### config.mk
export PLATFORM = sky130hd
export DESIGN_NAME = osr_accum
export DESIGN_NICKNAME = d
export VERILOG_FILES = /design/src/rtl/osr_pkg.sv /design/src/rtl/osr_window_ctr.sv /design/src/rtl/osr_round_shift.sv /design/src/rtl/osr_result_reg.sv /design/src/rtl/osr_accum.sv
export SDC_FILE = /design/constraint.sdc
export NUM_CORES = 1
export LEC_CHECK = 0
export ABC_AREA = 1
export BUFFER_PORTS_ARGS = -buffer_cell sky130_fd_sc_hd__buf_4
export CORE_MARGIN = 8
export CORE_UTILIZATION = 45
export CTS_CLUSTER_DIAMETER = 100
export DETAILED_ROUTE_END_ITERATION = 16
export PLACE_DENSITY_LB_ADDON = 0.15
export SYNTH_ARGS = -nofsm -noshare
export SYNTH_HDL_FRONTEND = slang
export SYNTH_SLANG_ARGS = --single-unit
### constraint.sdc
create_clock -name clk -period 4.9 [get_ports clk]
set_input_delay 0.98 -clock clk [delete_from_list [all_inputs] [get_ports clk]]
set_output_delay 0.98 -clock clk [all_outputs]
set_load 0.02 [all_outputs]
### src/rtl/osr_pkg.sv
// Package: shared sizing for the oversampling accumulator.
// Assumes the ratio code selects N = 2 << code, so the count width is 2**RATIO_W.
package osr_pkg;
    localparam int SAMPLE_W  = 12;
    localparam int RESULT_W  = 16;
    localparam int RATIO_W   = 3;
    localparam int SHIFT_W   = 4;
    localparam int MAX_SHIFT = 8;
    localparam int CHAN_W    = 4;

    // Width of a counter that reaches N-1 for the largest ratio.
    function automatic int cnt_width(input int ratio_w);
        return 1 << ratio_w;
    endfunction
endpackage

### src/rtl/osr_window_ctr.sv
// Module: osr_window_ctr
// Counts accepted samples inside one oversampling window and the channel
// position inside a scan. Assumes configuration is stable while a window runs.
module osr_window_ctr #(
    parameter int RATIO_W = 3,
    parameter int CHAN_W  = 4
) (
    input  logic               clk,
    input  logic               rst_n,
    input  logic               abort,
    input  logic               conv_done,
    input  logic [RATIO_W-1:0] cfg_ratio,
    input  logic [CHAN_W-1:0]  cfg_chans,
    output logic               last_samp,
    output logic               last_chan
);
    localparam int CNT_W = osr_pkg::cnt_width(RATIO_W);

    logic [CNT_W-1:0]  samp_cnt;
    logic [CHAN_W-1:0] chan_cnt;
    logic [CNT_W:0]    n_val;

    // Decode the ratio code into the window length.
    always_comb begin
        n_val     = (CNT_W+1)'(2) << cfg_ratio;
        last_samp = ({1'b0, samp_cnt} == (n_val - 1'b1));
        last_chan = (chan_cnt == cfg_chans);
    end

    // Step the sample and channel counters on each accepted sample.
    always_ff @(posedge clk) begin
        if (!rst_n || abort) begin
            samp_cnt <= '0;
            chan_cnt <= '0;
        end else if (conv_done) begin
            if (last_samp) begin
                samp_cnt <= '0;
                chan_cnt <= last_chan ? '0 : chan_cnt + 1'b1;
            end else begin
                samp_cnt <= samp_cnt + 1'b1;
            end
        end
    end

    a_r2_cnt_in_window: assert property (@(posedge clk) disable iff (!rst_n)
        ({1'b0, samp_cnt} < n_val));
    a_r6_chan_in_scan: assert property (@(posedge clk) disable iff (!rst_n)
        (chan_cnt <= cfg_chans) || $past(cfg_chans) != cfg_chans);
endmodule

### src/rtl/osr_round_shift.sv
// Module: osr_round_shift
// Purely combinational: adds half of the dropped LSB weight to the sum,
// shifts right, and keeps the low OUT_W bits. Shift codes above MAX_SHIFT clamp.
module osr_round_shift #(
    parameter int IN_W      = 20,
    parameter int OUT_W     = 16,
    parameter int SHIFT_W   = 4,
    parameter int MAX_SHIFT = 8
) (
    input  logic [IN_W-1:0]    sum,
    input  logic [SHIFT_W-1:0] shift_code,
    output logic [OUT_W-1:0]   result
);
    logic [SHIFT_W-1:0] eff_shift;
    logic [IN_W:0]      bias;
    logic [IN_W:0]      rounded;
    logic [IN_W:0]      shifted;

    // Clamp the shift, bias by half an output LSB, shift and truncate.
    always_comb begin
        eff_shift = (shift_code > SHIFT_W'(MAX_SHIFT)) ? SHIFT_W'(MAX_SHIFT) : shift_code;
        bias      = (eff_shift == '0) ? '0 : ((IN_W+1)'(1) << (eff_shift - 1'b1));
        rounded   = {1'b0, sum} + bias;
        shifted   = rounded >> eff_shift;
        result    = OUT_W'(shifted);
    end

    a_r3_bias_below_half: assert final (eff_shift <= SHIFT_W'(MAX_SHIFT));
endmodule

### src/rtl/osr_result_reg.sv
// Module: osr_result_reg
// Holds the oversampled result and drives the sampling, conversion, sequence
// and overrun flags. Assumes win_done is already qualified by abort.
module osr_result_reg #(
    parameter int OUT_W = 16
) (
    input  logic             clk,
    input  logic             rst_n,
    input  logic             samp_ok,
    input  logic             win_done,
    input  logic             seq_last,
    input  logic             rd_strobe,
    input  logic [OUT_W-1:0] result,
    output logic [OUT_W-1:0] data_out,
    output logic             eosmp,
    output logic             eoc,
    output logic             eos,
    output logic             ovr
);
    logic unread;

    // Register the flags and the data word.
    always_ff @(posedge clk) begin
        if (!rst_n) begin
            data_out <= '0;
            eosmp    <= 1'b0;
            eoc      <= 1'b0;
            eos      <= 1'b0;
        end else begin
            eosmp <= samp_ok;
            eoc   <= win_done;
            eos   <= win_done && seq_last;
            if (win_done) data_out <= result;
        end
    end

    // Track unread results and overwrite-before-read events.
    always_ff @(posedge clk) begin
        if (!rst_n) begin
            unread <= 1'b0;
            ovr    <= 1'b0;
        end else if (win_done) begin
            unread <= 1'b1;
            ovr    <= (unread && !rd_strobe) || (ovr && !rd_strobe);
        end else if (rd_strobe) begin
            unread <= 1'b0;
            ovr    <= 1'b0;
        end
    end

    a_r8_overrun_set: assert property (@(posedge clk) disable iff (!rst_n)
        (win_done && unread && !rd_strobe) |=> ovr);
    a_r5_data_holds: assert property (@(posedge clk) disable iff (!rst_n)
        !win_done |=> $stable(data_out));
endmodule

### src/rtl/osr_accum.sv
// Module: osr_accum (top)
// Sums N raw samples, rounds and shifts the total, and publishes a 16-bit
// right-aligned result with its flags. Assumes one sample at most per cycle.
module osr_accum #(
    parameter int SAMPLE_W  = osr_pkg::SAMPLE_W,
    parameter int RESULT_W  = osr_pkg::RESULT_W,
    parameter int RATIO_W   = osr_pkg::RATIO_W,
    parameter int SHIFT_W   = osr_pkg::SHIFT_W,
    parameter int MAX_SHIFT = osr_pkg::MAX_SHIFT,
    parameter int CHAN_W    = osr_pkg::CHAN_W
) (
    input  logic                clk,
    input  logic                rst_n,
    input  logic                abort,
    input  logic                conv_done,
    input  logic [SAMPLE_W-1:0] conv_data,
    input  logic [RATIO_W-1:0]  cfg_ratio,
    input  logic [SHIFT_W-1:0]  cfg_shift,
    input  logic [CHAN_W-1:0]   cfg_chans,
    input  logic                rd_strobe,
    output logic [RESULT_W-1:0] data_out,
    output logic                eosmp,
    output logic                eoc,
    output logic                eos,
    output logic                ovr
);
    localparam int ACC_W = SAMPLE_W + osr_pkg::cnt_width(RATIO_W);

    logic [ACC_W-1:0]    acc;
    logic [ACC_W-1:0]    sum_total;
    logic [RESULT_W-1:0] result;
    logic                last_samp;
    logic                last_chan;
    logic                samp_ok;
    logic                win_done;

    osr_window_ctr #(.RATIO_W(RATIO_W), .CHAN_W(CHAN_W)) u_ctr (
        .clk(clk), .rst_n(rst_n), .abort(abort), .conv_done(conv_done),
        .cfg_ratio(cfg_ratio), .cfg_chans(cfg_chans),
        .last_samp(last_samp), .last_chan(last_chan)
    );

    // Qualify incoming samples and form the running total.
    always_comb begin
        samp_ok   = conv_done && !abort;
        win_done  = samp_ok && last_samp;
        sum_total = acc + ACC_W'(conv_data);
    end

    // Accumulate samples; restart after the window closes or on abort.
    always_ff @(posedge clk) begin
        if (!rst_n || abort)  acc <= '0;
        else if (samp_ok)     acc <= last_samp ? '0 : sum_total;
    end

    osr_round_shift #(.IN_W(ACC_W), .OUT_W(RESULT_W), .SHIFT_W(SHIFT_W),
                      .MAX_SHIFT(MAX_SHIFT)) u_round (
        .sum(sum_total), .shift_code(cfg_shift), .result(result)
    );

    osr_result_reg #(.OUT_W(RESULT_W)) u_out (
        .clk(clk), .rst_n(rst_n), .samp_ok(samp_ok), .win_done(win_done),
        .seq_last(last_chan), .rd_strobe(rd_strobe), .result(result),
        .data_out(data_out), .eosmp(eosmp), .eoc(eoc), .eos(eos), .ovr(ovr)
    );

    a_r7_abort_no_eoc: assert property (@(posedge clk) disable iff (!rst_n)
        abort |=> !eoc);
    a_r6_eos_with_eoc: assert property (@(posedge clk) disable iff (!rst_n)
        eos |-> eoc);
    a_r2_eoc_after_sample: assert property (@(posedge clk) disable iff (!rst_n)
        eoc |-> eosmp);
    a_r1_eosmp_follows: assert property (@(posedge clk) disable iff (!rst_n)
        (conv_done && !abort) |=> eosmp);
endmodule

# [Yosys cells after proc, flatten, opt, wreduce, memory -nomap -nowiden]
# Cells that the tools add are included.
[word_totals] register_bits=53 input_bits=28 out_inout_bits=20 word_cells=42
[op_classes] addsub=6 magnitude_cmp=1 eq_ne=2 shift=3 muxes=8 reduce_logical=13
[ops] cell="$add A20 B21 Y21" count=1
[ops] cell="$mux W21" count=1
[ops] cell="$shl A1 B4 Y21 const A" count=1
[ops] cell="$shr A21 B4 Y16" count=1
[ops] cell="$add A20 B12 Y20" count=1
[ops] cell="$mux W20" count=1
[ops] cell="$eq A8 B9 Y1" count=1
[ops] cell="$shl A2 B3 Y9 const A" count=1
[ops] cell="$sub A9 B1 Y9 const B" count=1
[ops] cell="$add A8 B1 Y8 const B" count=1
[ops] cell="$mux W4" count=2
[ops] cell="$mux W8" count=1
[ops] cell="$logic_and A1 B1 Y1" count=5
[ops] cell="$add A4 B1 Y4 const B" count=1
[ops] cell="$eq A4 B4 Y1" count=1
[ops] cell="$gt A4 B4 Y1 const B" count=1
[ops] cell="$logic_not A4 Y1" count=1
[ops] cell="$sub A4 B1 Y4 const B" count=1
[ops] cell="$logic_not A1 Y1" count=3
[ops] cell="$mux W1" count=3
[ops] cell="$logic_or A1 B1 Y1" count=2
[ops] cell="$reduce_and A2 Y1" count=1
[ops] cell="$reduce_bool A2 Y1" count=1

# [Longest topological paths before layout]
# Gate-level depths: netlist (run 1).
[depth] depth_word=7 mapped_depth=25 depth_no_buf=24

# [By module]
# Synthesis (run 1) repeated with hierarchy kept, for this count alone.
[unflattened] hier_cells=969 area_unflattened_um2=5698.0
[modules_own_cells] mod="osr_round_shift" n_inst=1 cells_each=406 area_per_inst_um2=2087.0
[modules_own_cells] mod="osr_accum" n_inst=1 cells_each=296 area_per_inst_um2=1773.0
[modules_own_cells] mod="osr_window_ctr" n_inst=1 cells_each=147 area_per_inst_um2=992.2
[modules_own_cells] mod="osr_result_reg" n_inst=1 cells_each=120 area_per_inst_um2=845.8

# [Least setup slack after synthesis (run 1)]
# OpenSTA, ideal clock, no wires.
[synth_timing] path_type="input port to flip-flop" startpoint="in conv_data[2]" endpoint="reg u_out.data_out[10]" setup_ns=0.117 arrival_time_ns=3.857 setup_slack_ns=0.926 stages=22 n_path_buf=0 path_cell_list="ha_1 a21oi_1 nand2_1 nand2_1 o21ai_0 a21boi_0 o21bai_1 xor2_1 ha_1 nand2_1 nor2_1 a21oi_1 nand2_1 a21oi_1 xor2_1 nand2_1 nand3_1 nand2_1 nand2_1 nand2_1 a21oi_1 nor2_1"
[synth_via] elab_chain_len=3
[synth_lines] item="start: declaration" line="osr_accum.sv:16" text="input logic [SAMPLE_W-1:0] conv_data,"
[synth_lines] item="$add A20 B12 Y20" line="osr_accum.sv:47" text="sum_total = acc + ACC_W'(conv_data);"
[synth_lines] item="$add A20 B21 Y21" line="osr_round_shift.sv:23" text="rounded = {1'b0, sum} + bias;"
[synth_lines] item="$shr A21 B4 Y16" line="osr_round_shift.sv:24" text="shifted = rounded >> eff_shift;"
[synth_lines] item="end signal: assignment" line="osr_result_reg.sv:33" text="if (win_done) data_out <= result;"
[synth_lines] item="end: declaration" line="osr_result_reg.sv:14" text="output logic [OUT_W-1:0] data_out,"
# No other way between the ends.
# A chain may end at the register's enable or synchronous reset.

# [Final worst setup path (run 1)]
[layout_timing] startpoint="in conv_data[4]" endpoint="reg u_out.data_out[14]"
# The elaborated chain is that of the path after synthesis.

==> summary.md, run 1 <==
| Metric | Value |
|---|---|
| Status | `finished, final reports clean` |
| Hold buffer count at cts | `0` |
| Die ar. | `13900 um^2` |
| Gpl congestion | `0.857` |
| H-tree level count | `2` |
| Dpl cell area | `5170 um^2` |
| Synth cell types | `45` |
| Vias in the first global route | `4762` |
| # DRC | `0` |
| CP startpoint kind | `input port` |
| F_max | `0.225 GHz` |
| TNS Setup | `0 ns` |
| Worst-Margin Slew | `0.852 ns` |
| Total CTS buffers | `5` |
| Critical path required time | `5.11 ns` |
| CP peak stage delay | `0.39 ns` |
| Most frequent cells in the layout | `nand2_1, nand3_1, inv_1, a21oi_1, nor2_1` |
| Nets | `between 800 and 900` |
| Finished Cell Area | `between 5000 and 6000 um^2` |
| Fin. Hold Viols | `0` |
| Grt ovf | `0` |
| Peak VDD IR | `89.9 uV` |
| Wirelength, routed | `13100 um` |
| Rows | `37` |
| Worst hold path class | `flip-flop to flip-flop` |
| Root Driver | `clkbuf_8` |
| Post-DRT Antenna Nets | `0` |
| Layout area overhead | `12.3%` |
| Maxcap violations | `0` |
| DR vias | `4956` |
| Seq/Total Area, Yosys | `0.227` |
| Rel. slew slack | `0.432` |
| Maximum fanout along the worst path | `4` |
| CTS tree | `done` |
| First-pass GRT wire length | `22400 um` |
| Maximum number of pins on one net before global-route repair | `25` |
| Synthesized area | `4680 um^2` |
| Worst Setup End Kind | `flip-flop` |
| Clk sinks | `53` |
| I/O Pins | `48` |
| Setup CP Type | `input port to flip-flop` |
| PostCTS Resize Cnt | `0` |
| DRT Pass-1 Iters | `5` |
| Fin crit share | `0.907` |
| All-layer global routing usage | `0.187` |
| Port buffer count | `47` |
| Mean post-synth cell area | `6.27 um^2` |
| 1st-iter DRT viols | `308` |
| Setup violations, final | `0` |
| Flops & latches, synth | `53` |
| Post-DP HPWL | `10400 um` |
| Initial antenna violation count | `0` |
| Critical path arrival | `4.66 ns` |
| Core area | `10200 um^2` |
| Finished Core Util | `0.516` |
| Layout cell share with drive strength beyond 1 | `0.106` |
| RSZ-0062 raised after global routing | `no` |
| Post-CTS Setup Repair Bufs | `0` |
| Filler cell count | `between 1000 and 1500` |
| N_diodes | `0` |
| Pleak | `2.54 nW` |
| Die Y | `between 100 and 150 um` |
| Pwr dens | `between 150 and 200 nW/um^2` |
| Routed length per instance | `14.1 um` |
| CTS clk-pin slew, worst paths | `0.11 ns` |
| Via density | `5.33` |
| Highest-delay cell along the critical path | `ha_1` |
| Clk_skew | `between 0.015 and 0.02 ns` |
| Initial Util | `0.459` |
| Mapped Cells | `746` |
| Chip Width | `118 um` |
| Total power | `just over 0.001 W` |
| Final Critical Period | `4.45 ns` |
| Most common cell after layout, fill and taps aside | `nand2_1` |
| Cell mode on critical path | `nand2_1` |
| Slew Viols, Final | `0` |
| Clk buf depth | `2` |
| Skew-Pair Late Insertion Delay | `~0.33 ns` |
| Number of synthesis warnings | `0` |
| Crit path cell chain | `buf_4 > ha_1 > a21oi_1 > nor2_1 > nor2_1 > o21ai_0 > a21boi_0 > o21bai_1 > xor2_1 > ha_1 > nand2_1 > nor2_1 > a21oi_1 > nand2_1 > a21oi_1 > xor2_1 > nand2_1 > nand3_1 > nand3_1 > nand2_1 > clkinv_1 > nand2_1 > a21oi_1` |
| Worst reg2reg setup slack | `a little under 0.9 ns` |
==> final timing paths <==
path	start	end	cells after the start
worst max register to register	acc[2]	u_out.data_out[14]	22
worst min register to register	u_out.data_out[15]	u_out.data_out[15]	2
worst min-delay path	u_out.data_out[15]	u_out.data_out[15]	2
worst max-delay path	conv_data[4]	u_out.data_out[14]	23
==> per-stage QoR <==
step | hold slack [ns] | std cells | worst slack (ns)
after floorplan | 0.443 | 753 | 0.926
after global placement | 0.451 | 922 | 0.171
after detailed placement | 0.461 | 922 | 0.194
after CTS | 0.477 | 930 | 0.536
after global routing | 0.492 | 930 | 0.136
final | 0.474 | 930 | 0.455
==> metal layers <==
layer | routed length, um | global-route usage | up-vias
li1 | - | - | 2548
met1 | 6260 | 0.250 | 2257
met2 | 5900 | 0.306 | 129
met3 | 671 | 0.0293 | 22
met4 | 265 | 0.0520 | 0
met5 | 0 | 0 | -
==> flip-flops by register name, summed over array words and instances (netlist names) <==
| register | count |
|---|---|
| acc | 20 |
| u_out.data_out | 16 |
| u_ctr.samp_cnt | 8 |
| u_ctr.chan_cnt | 4 |
| u_out.eoc | 1 |
| u_out.eos | 1 |
| u_out.eosmp | 1 |
| u_out.ovr | 1 |
| u_out.unread | 1 |
==> worst max-delay path, delay by kind of cell <==
family / cells / cell delay, ns
and+or+nand+nor: 10 / 0.93
adders and majority gates: 2 / 0.73
buffers and inverters: 2 / 0.16
xor gates and xnor gates: 2 / 0.51
AOI/OAI and AO/OA: 7 / 1.37
==> cells by family after synthesis <==
group	count (synthesis)	synth area share
simple gates	385	0.363
compound gates	134	0.154
buf+inv	97	0.0832
flops	53	0.227
xor+xnor	40	0.0749
fa+ha+maj	33	0.0915
mux	3	0.00642
other cells	1	0.000802
==> layout make-up <==
cell class                      count  area, um^2  share of cell area
Clock buffer                        6        72.6              0.0138
Clock inverter                      2        13.8             0.00262
Inverter                           78         293              0.0557
Multi-Input combinational cell    603        3250               0.619
Sequential cell                    53        1060               0.202
Tap cell                          136         170              0.0324
Timing Repair Buffer               52         390              0.0743
==> synthesized netlist by cell type (all sizes together) <==
library cell / number / area, um^2
xnor2: 9 / 78.8
a21boi: 3 / 22.5
buf: 8 / 55.1
xor2: 31 / 272
ha: 31 / 388
nor2: 71 / 300
nand3b: 5 / 37.5
a211oi: 2 / 15.0
a21o: 1 / 7.51
or2: 6 / 37.5
nor3: 8 / 45.0
a31oi: 6 / 37.5
clkbuf: 11 / 41.3
o2111ai: 1 / 8.76
a41oi: 1 / 8.76
nand4: 10 / 62.6
o211ai: 3 / 22.5
nor4: 1 / 6.26
fa: 2 / 40.0
nand2: 207 / 807
clkinv: 3 / 11.3
o21ai: 43 / 215
inv: 75 / 282
and2: 3 / 18.8
a21oi: 71 / 355
nand3: 74 / 380
conb: 1 / 3.75
o21bai: 1 / 7.51
dfxtp: 53 / 1060
o221ai: 1 / 8.76
mux2i: 3 / 30.0
a221oi: 1 / 8.76
==> report_power, final <==
part / switching [W] / internal, W / leakage [nW] / total (W)
Clock: 0.000168 / 0.000103 / 0.0456 / 0.000271
Combinational: 0.000206 / 0.000110 / 2.07 / 0.000316
Sequential: 0.00000233 / 0.000434 / 0.428 / 0.000436
Total: 0.000377 / 0.000647 / 2.54 / 0.00102
Power figures use the tool's default switching activity.
==> inputs of run 2 (changes only) <==
CAP_MARGIN = 20   (was not set)
CORE_MARGIN = not set   (was 8)
CORE_UTILIZATION = 24   (was 45)
==> run 2 against run 1 <==
Net effect: via count is 3.9% lower; non-clock buffer count stayed put; fmax is 2.6% higher; critical path depth stayed put; final cell count is 13% higher; sequential power hardly changed; combinational power hardly changed; count of clock-buffer cells in the layout is 1 lower.
==> summary.md, run 2 (synthesis results as in run 1) <==
| Metric | Value |
|---|---|
| Dpl cell area | `5320 um^2` |
| DR vias | `4762` |
| Cell mode on critical path | `nand2_1` |
| Critical path required time | `roughly 5.1 ns` |
| Largest register FFs | `20` |
| Nets | `about 850` |
| Post-DP HPWL | `10800 um` |
| Clock network power share | `0.352` |
| Hold buffer count at cts | `0` |
| Clk sinks | `53` |
| First-pass GRT wire length | `roughly 23000 um` |
| Net Switching | `0.000414 W` |
| Initial Util | `0.247` |
| Highest-delay cell along the critical path | `ha_1` |
| Chip Width | `142 um` |
| Port buffer count | `47` |
| Die ar. | `20000 um^2` |
| Critical path arrival | `4.53 ns` |
| Clk_skew | `between 0.01 and 0.015 ns` |
| Die Y | `about 140 um` |
| TNS Setup | `0 ns` |
| Rows | `50` |
| Top delay family on crit path | `compound AO/OA/AOI/OAI gates` |
| Most frequent cells in the layout | `nand2_1, nand3_1, inv_1, a21oi_1, nor2_1` |
| Status | `finished, final reports clean` |
| Wirelength, routed | `between 10000 and 15000 um` |
| Worst hold path class | `flip-flop to flip-flop` |
| Fin. Hold Viols | `0` |
| Sequential share of power | `0.377` |
| RSZ-0062 raised after global routing | `no` |
| Grt ovf | `0` |
| N_diodes | `0` |
| Crit path cell chain | `buf_4 > ha_1 > a21oi_1 > nand2_1 > nand2_1 > o21ai_0 > a21boi_0 > o21bai_1 > xor2_1 > ha_1 > nand2_1 > nor2_1 > a21oi_1 > nand2_1 > a21oi_1 > xor2_1 > o21ai_1 > nand2_1 > nand3_1 > nand2_1 > clkinv_1 > nand2_1 > a21oi_1` |
| Total power | `around 0.0012 W` |
| Net Sw Frac | `0.359` |
| Setup violations, final | `0` |
| H-tree level count | `2` |
| Post-DRT Antenna Nets | `0` |
| CTS tree | `done` |
| Critical path buffer and inverter count | `2` |
| Most common cell after layout, fill and taps aside | `nand2_1` |
| Maximum number of pins on one net before global-route repair | `25` |
| Clk buf depth | `2` |
| CP peak stage delay | `0.37 ns` |
| Worst-Margin Slew | `0.839 ns` |
| Via density | `4.52` |
| Setup ws final | `between 0.5 and 0.6 ns` |
| Pwr dens | `211 nW/um^2` |
| Vias in the first global route | `4778` |
| 1st-iter DRT viols | `265` |
| CTS clk-pin slew, worst paths | `0.08 ns` |
| Skew-Pair Late Insertion Delay | `0.31 ns` |
| Top flop regs | `acc (20), u_out.data_out (16), u_ctr.samp_cnt (8)` |
| PostCTS Resize Cnt | `0` |
| Final Critical Period | `between 4 and 5 ns` |
| Layout cell share with drive strength beyond 1 | `0.107` |
| Peak VDD IR | `~150 uV` |
| Core area | `18900 um^2` |
| Combinational share of power | `0.271` |
| Rel. slew slack | `0.440` |
| Slew Viols, Final | `0` |
| All-layer global routing usage | `0.145` |
| CP startpoint kind | `input port` |
| Pleak | `~2.6 nW` |
| Post-CTS Setup Repair Bufs | `0` |
| Initial antenna violation count | `0` |
| Sequential Area | `1060 um^2` |
| Worst Setup End Kind | `flip-flop` |
| Pre-CTS setup slack | `0.217 ns` |
| F_max | `0.231 GHz` |
| Setup CP Type | `input port to flip-flop` |
| Internal Power | `0.000741 W` |
| I/O Pins | `48` |
| Routed length per instance | `~13 um` |
| Finished Cell Area | `roughly 5500 um^2` |
| Fin crit share | `0.884` |
| Filler cell count | `2193` |
| Largest register by flop count | `acc` |
| Gpl congestion | `0.788` |
| Root Driver | `clkbuf_16` |
| Maximum fanout along the worst path | `5` |
| Total CTS buffers | `5` |
| Layout area overhead | `17.2%` |
| Maxcap violations | `0` |
| # DRC | `0` |
| Multi-input gate area | `3250 um^2` |
| Hold_ws | `between 0.4 and 0.5 ns` |
| DRT Pass-1 Iters | `4` |
run 2: cell count changes in the layout (fill, tap and decap cells not counted):
cell,previous run,this run
clkbuf_8,5,0
clkbuf_1,1,0
clkinv_8,0,1
clkbuf_16,0,5
clkinv_4,0,2
clkinv_2,1,0
inv_6,1,0
run 2: power by group through the flow:
stage	sequential (W)	clock, W	combinational, W
finish	0.000436	0.000406	0.000313
global route	0.000437	0.000438	0.000361
CTS	0.000436	0.000421	0.000315
detailed placement	0.000446	0	0.000313
global placement	0.000446	0	0.000317
floorplan	0.000446	0	0.000225
run 2: path summary, 6_finish.rpt:
path,slack (ns),endpoint,cells after the start,from
setup reg to reg,1.03,u_out.data_out[13],22,acc[2]
hold reg to reg,0.47,u_out.unread,2,u_out.unread
hold / removal,0.47,u_out.unread,2,u_out.unread
setup / recovery,0.57,u_out.data_out[13],23,conv_data[2]
run 2: final cells by class:
class                      instances  area share
clock buffer                       5      0.0228
multi-input combinational        603       0.593
sequential                        53       0.194
tap                              260      0.0594
timing repair buffer              52      0.0712
clock inverter                     3     0.00616
inverter                          78      0.0534
run 2: metrics by stage:
stage | instances | util
detailed placement | 1046 | 0.282
global placement | 1046 | 0.282
global route | 1054 | 0.290
finish | 1054 | 0.290
CTS | 1054 | 0.290
floorplan | 753 | -
run 2: tightest hold or removal path: cells and delay by family, from the launching register on:
kind,cells,cell delay (ns)
flip-flops,1,0.32
AND/OR/NAND/NOR,1,0.06
AO/OA/AOI/OAI,1,0.05
run 2: per-layer routing:
layer	GRT usage	up-vias	part of all wire
met5	0	-	0
met4	0.0436	0	0.018
met3	0.0236	17	0.034
met2	0.241	67	0.45
met1	0.192	2123	0.49
li1	-	2555	-
==> inputs of run 3 (changes only) <==
ABC_CLOCK_PERIOD_IN_PS = 4900   (was not set)
CORE_ASPECT_RATIO = 0.6   (was not set)
==> run 3 against run 2 <==
Net effect: utilization is 0.078 points lower; count of clock-buffer cells in the layout stayed put; wire length is 9.2% higher; sequential share of layout area is 0.088 points lower; non-clock buffer count is 1 higher; critical path type unchanged.
==> summary.md, run 3 (synthesis results as in run 1) <==
| Metric | Value |
|---|---|
| Pwr dens | `approximately 230 nW/um^2` |
| Top flop regs | `acc (20), u_out.data_out (16), u_ctr.samp_cnt (8)` |
| Layout area overhead | `17.7%` |
| Status | `finished, final reports clean` |
| Fin. Hold Viols | `0` |
| Peak VDD IR | `~120 uV` |
| Worst hold path class | `flip-flop to flip-flop` |
| Hold_ws | `0.468 ns` |
| Grt ovf | `0` |
| PostCTS Resize Cnt | `0` |
| Post-CTS Setup Repair Bufs | `0` |
| I/O Pins | `48` |
| Clk buf depth | `2` |
| Wirelength, routed | `15000 um` |
| Port buffer count | `47` |
| Fin crit share | `0.896` |
| Highest-delay cell along the critical path | `ha_1` |
| Maxcap violations | `0` |
| DRT Pass-1 Iters | `5` |
| CTS tree | `done` |
| Vias in the first global route | `4573` |
| Slew Viols, Final | `0` |
| Skew-Pair Late Insertion Delay | `0.30 ns` |
| Layout cell share with drive strength beyond 1 | `0.109` |
| Setup CP Type | `input port to flip-flop` |
| CP startpoint kind | `input port` |
| All-layer global routing usage | `0.156` |
| Crit path cell chain | `buf_4 > ha_1 > a21oi_1 > nand2_1 > nand2_1 > o21ai_0 > a21boi_1 > o21bai_1 > xor2_1 > ha_1 > nand2_1 > nor2_1 > a21oi_1 > nand2_1 > a21oi_2 > xor2_1 > nand2_1 > nand3_1 > nand2_1 > nand2_1 > nand2_1 > a21oi_1 > nor2_1` |
| Maximum fanout along the worst path | `5` |
| H-tree level count | `2` |
| Via density | `4.68` |
| N_diodes | `0` |
| Rel. slew slack | `0.378` |
| Rows | `39` |
| Finished Cell Area | `5510 um^2` |
| Critical path arrival | `4.58 ns` |
| Finished Core Util | `0.289` |
| Final Critical Period | `4.39 ns` |
| Most frequent cells in the layout | `nand2_1, nand3_1, inv_1` |
| Post-DP HPWL | `11800 um` |
| Dpl cell area | `5310 um^2` |
| Pleak | `between 2 and 3 nW` |
| Critical path buffer and inverter count | `1` |
| Filler cell count | `around 2200` |
| Top delay family on crit path | `compound AO/OA/AOI/OAI gates` |
| Die Y | `110 um` |
| Post-DRT Antenna Nets | `0` |
| Largest register by flop count | `acc` |
| Maximum number of pins on one net before global-route repair | `25` |
| Setup ws final | `0.511 ns` |
| Initial antenna violation count | `0` |
| Largest register FFs | `20` |
| Die ar. | `20100 um^2` |
| TNS Setup | `0 ns` |
| # DRC | `0` |
| Pre-CTS setup slack | `slightly below 0.02 ns` |
| Total CTS buffers | `5` |
| Core area | `19000 um^2` |
| Critical path required time | `5.09 ns` |
| Cell mode on critical path | `nand2_1` |
| F_max | `0.228 GHz` |
| CTS clk-pin slew, worst paths | `0.08 ns` |
| Most common cell after layout, fill and taps aside | `nand2_1` |
| Root Driver | `clkbuf_16` |
| First-pass GRT wire length | `about 24000 um` |
| RSZ-0062 raised after global routing | `no` |
| Worst Setup End Kind | `flip-flop` |
| Chip Width | `between 150 and 200 um` |
| DR vias | `4871` |
| Clk sinks | `53` |
| 1st-iter DRT viols | `391` |
| Nets | `855` |
| Hold buffer count at cts | `0` |
| Initial Util | `0.246` |
| CP peak stage delay | `0.37 ns` |
| Gpl congestion | `0.837` |
| Clk_skew | `0.00671 ns` |
| Worst-Margin Slew | `around 0.93 ns` |
| Setup violations, final | `0` |
| Routed length per instance | `~14 um` |
[run 3: cell types whose count changed in the layout (fill, tap and decap cells not counted)]
cell       before  now
a21oi_2         0    1
clkinv_4        2    0
clkinv_8        1    0
a21boi_0        1    0
a21oi_1        71   70
clkinv_2        0    1
a21boi_1        2    3
bufinv_16       0    2
buf_4          52   53
[run 3: worst reg2reg max path, cell delays in order, from the launching register on]
cell      delay, ns
dfxtp_1        0.33
ha_1           0.38
nand3_1        0.10
nand2_1        0.11
nand2_1        0.08
o21ai_0        0.27
a21boi_1       0.18
o21bai_1       0.18
xor2_1         0.13
ha_1           0.37
nand2_1        0.12
nor2_1         0.07
a21oi_1        0.14
nand2_1        0.12
a21oi_2        0.24
xor2_1         0.32
nand2_1        0.12
nand3_1        0.13
nand2_1        0.06
nand2_1        0.05
nand2_1        0.06
a21oi_1        0.19
nor2_1         0.07
[run 3: power breakdown]
group	internal (W)	switching [W]
sequential	0.000434	0.00000257
clock	0.000293	0.000185
combinational	0.000112	0.000214
total	0.000838	0.000402
[run 3: layout make-up]
| class | count | area [um^2] | share of cell area |
|---|---|---|---|
| Clock inverter | 3 | 65.1 | 0.0118 |
| Clock buffer | 5 | 125 | 0.0227 |
| Tap cell | 246 | 308 | 0.0559 |
| Timing Repair Buffer | 53 | 398 | 0.0723 |
| Inverter | 78 | 293 | 0.0532 |
| Multi-Input combinational cell | 603 | 3260 | 0.591 |
| Sequential cell | 53 | 1060 | 0.193 |
[run 3: layer usage]
layer  vias to the layer above  share of wire  global-route usage
met5                         -              0                   0
met4                         0         0.0079              0.0294
met3                        10          0.045              0.0292
met2                        91           0.38               0.221
met1                      2222           0.57               0.240
li1                       2548              -                   -
[run 3: path summary, 6_finish.rpt]
kind | from | to | slack [ns] | depth (start not counted)
max reg2reg | acc[2] | u_out.data_out[10] | 0.97 | 22
min | u_out.unread | u_out.unread | 0.47 | 2
min reg2reg | u_out.unread | u_out.unread | 0.47 | 2
max | conv_data[2] | u_out.data_out[10] | 0.51 | 23
[run 3: through the flow]
step                total power, W  instances
CTS                        0.00125       1041
detailed placement        0.000766       1033
finish                     0.00124       1041
global placement          0.000771       1033
global route               0.00132       1041
floorplan                 0.000671        753
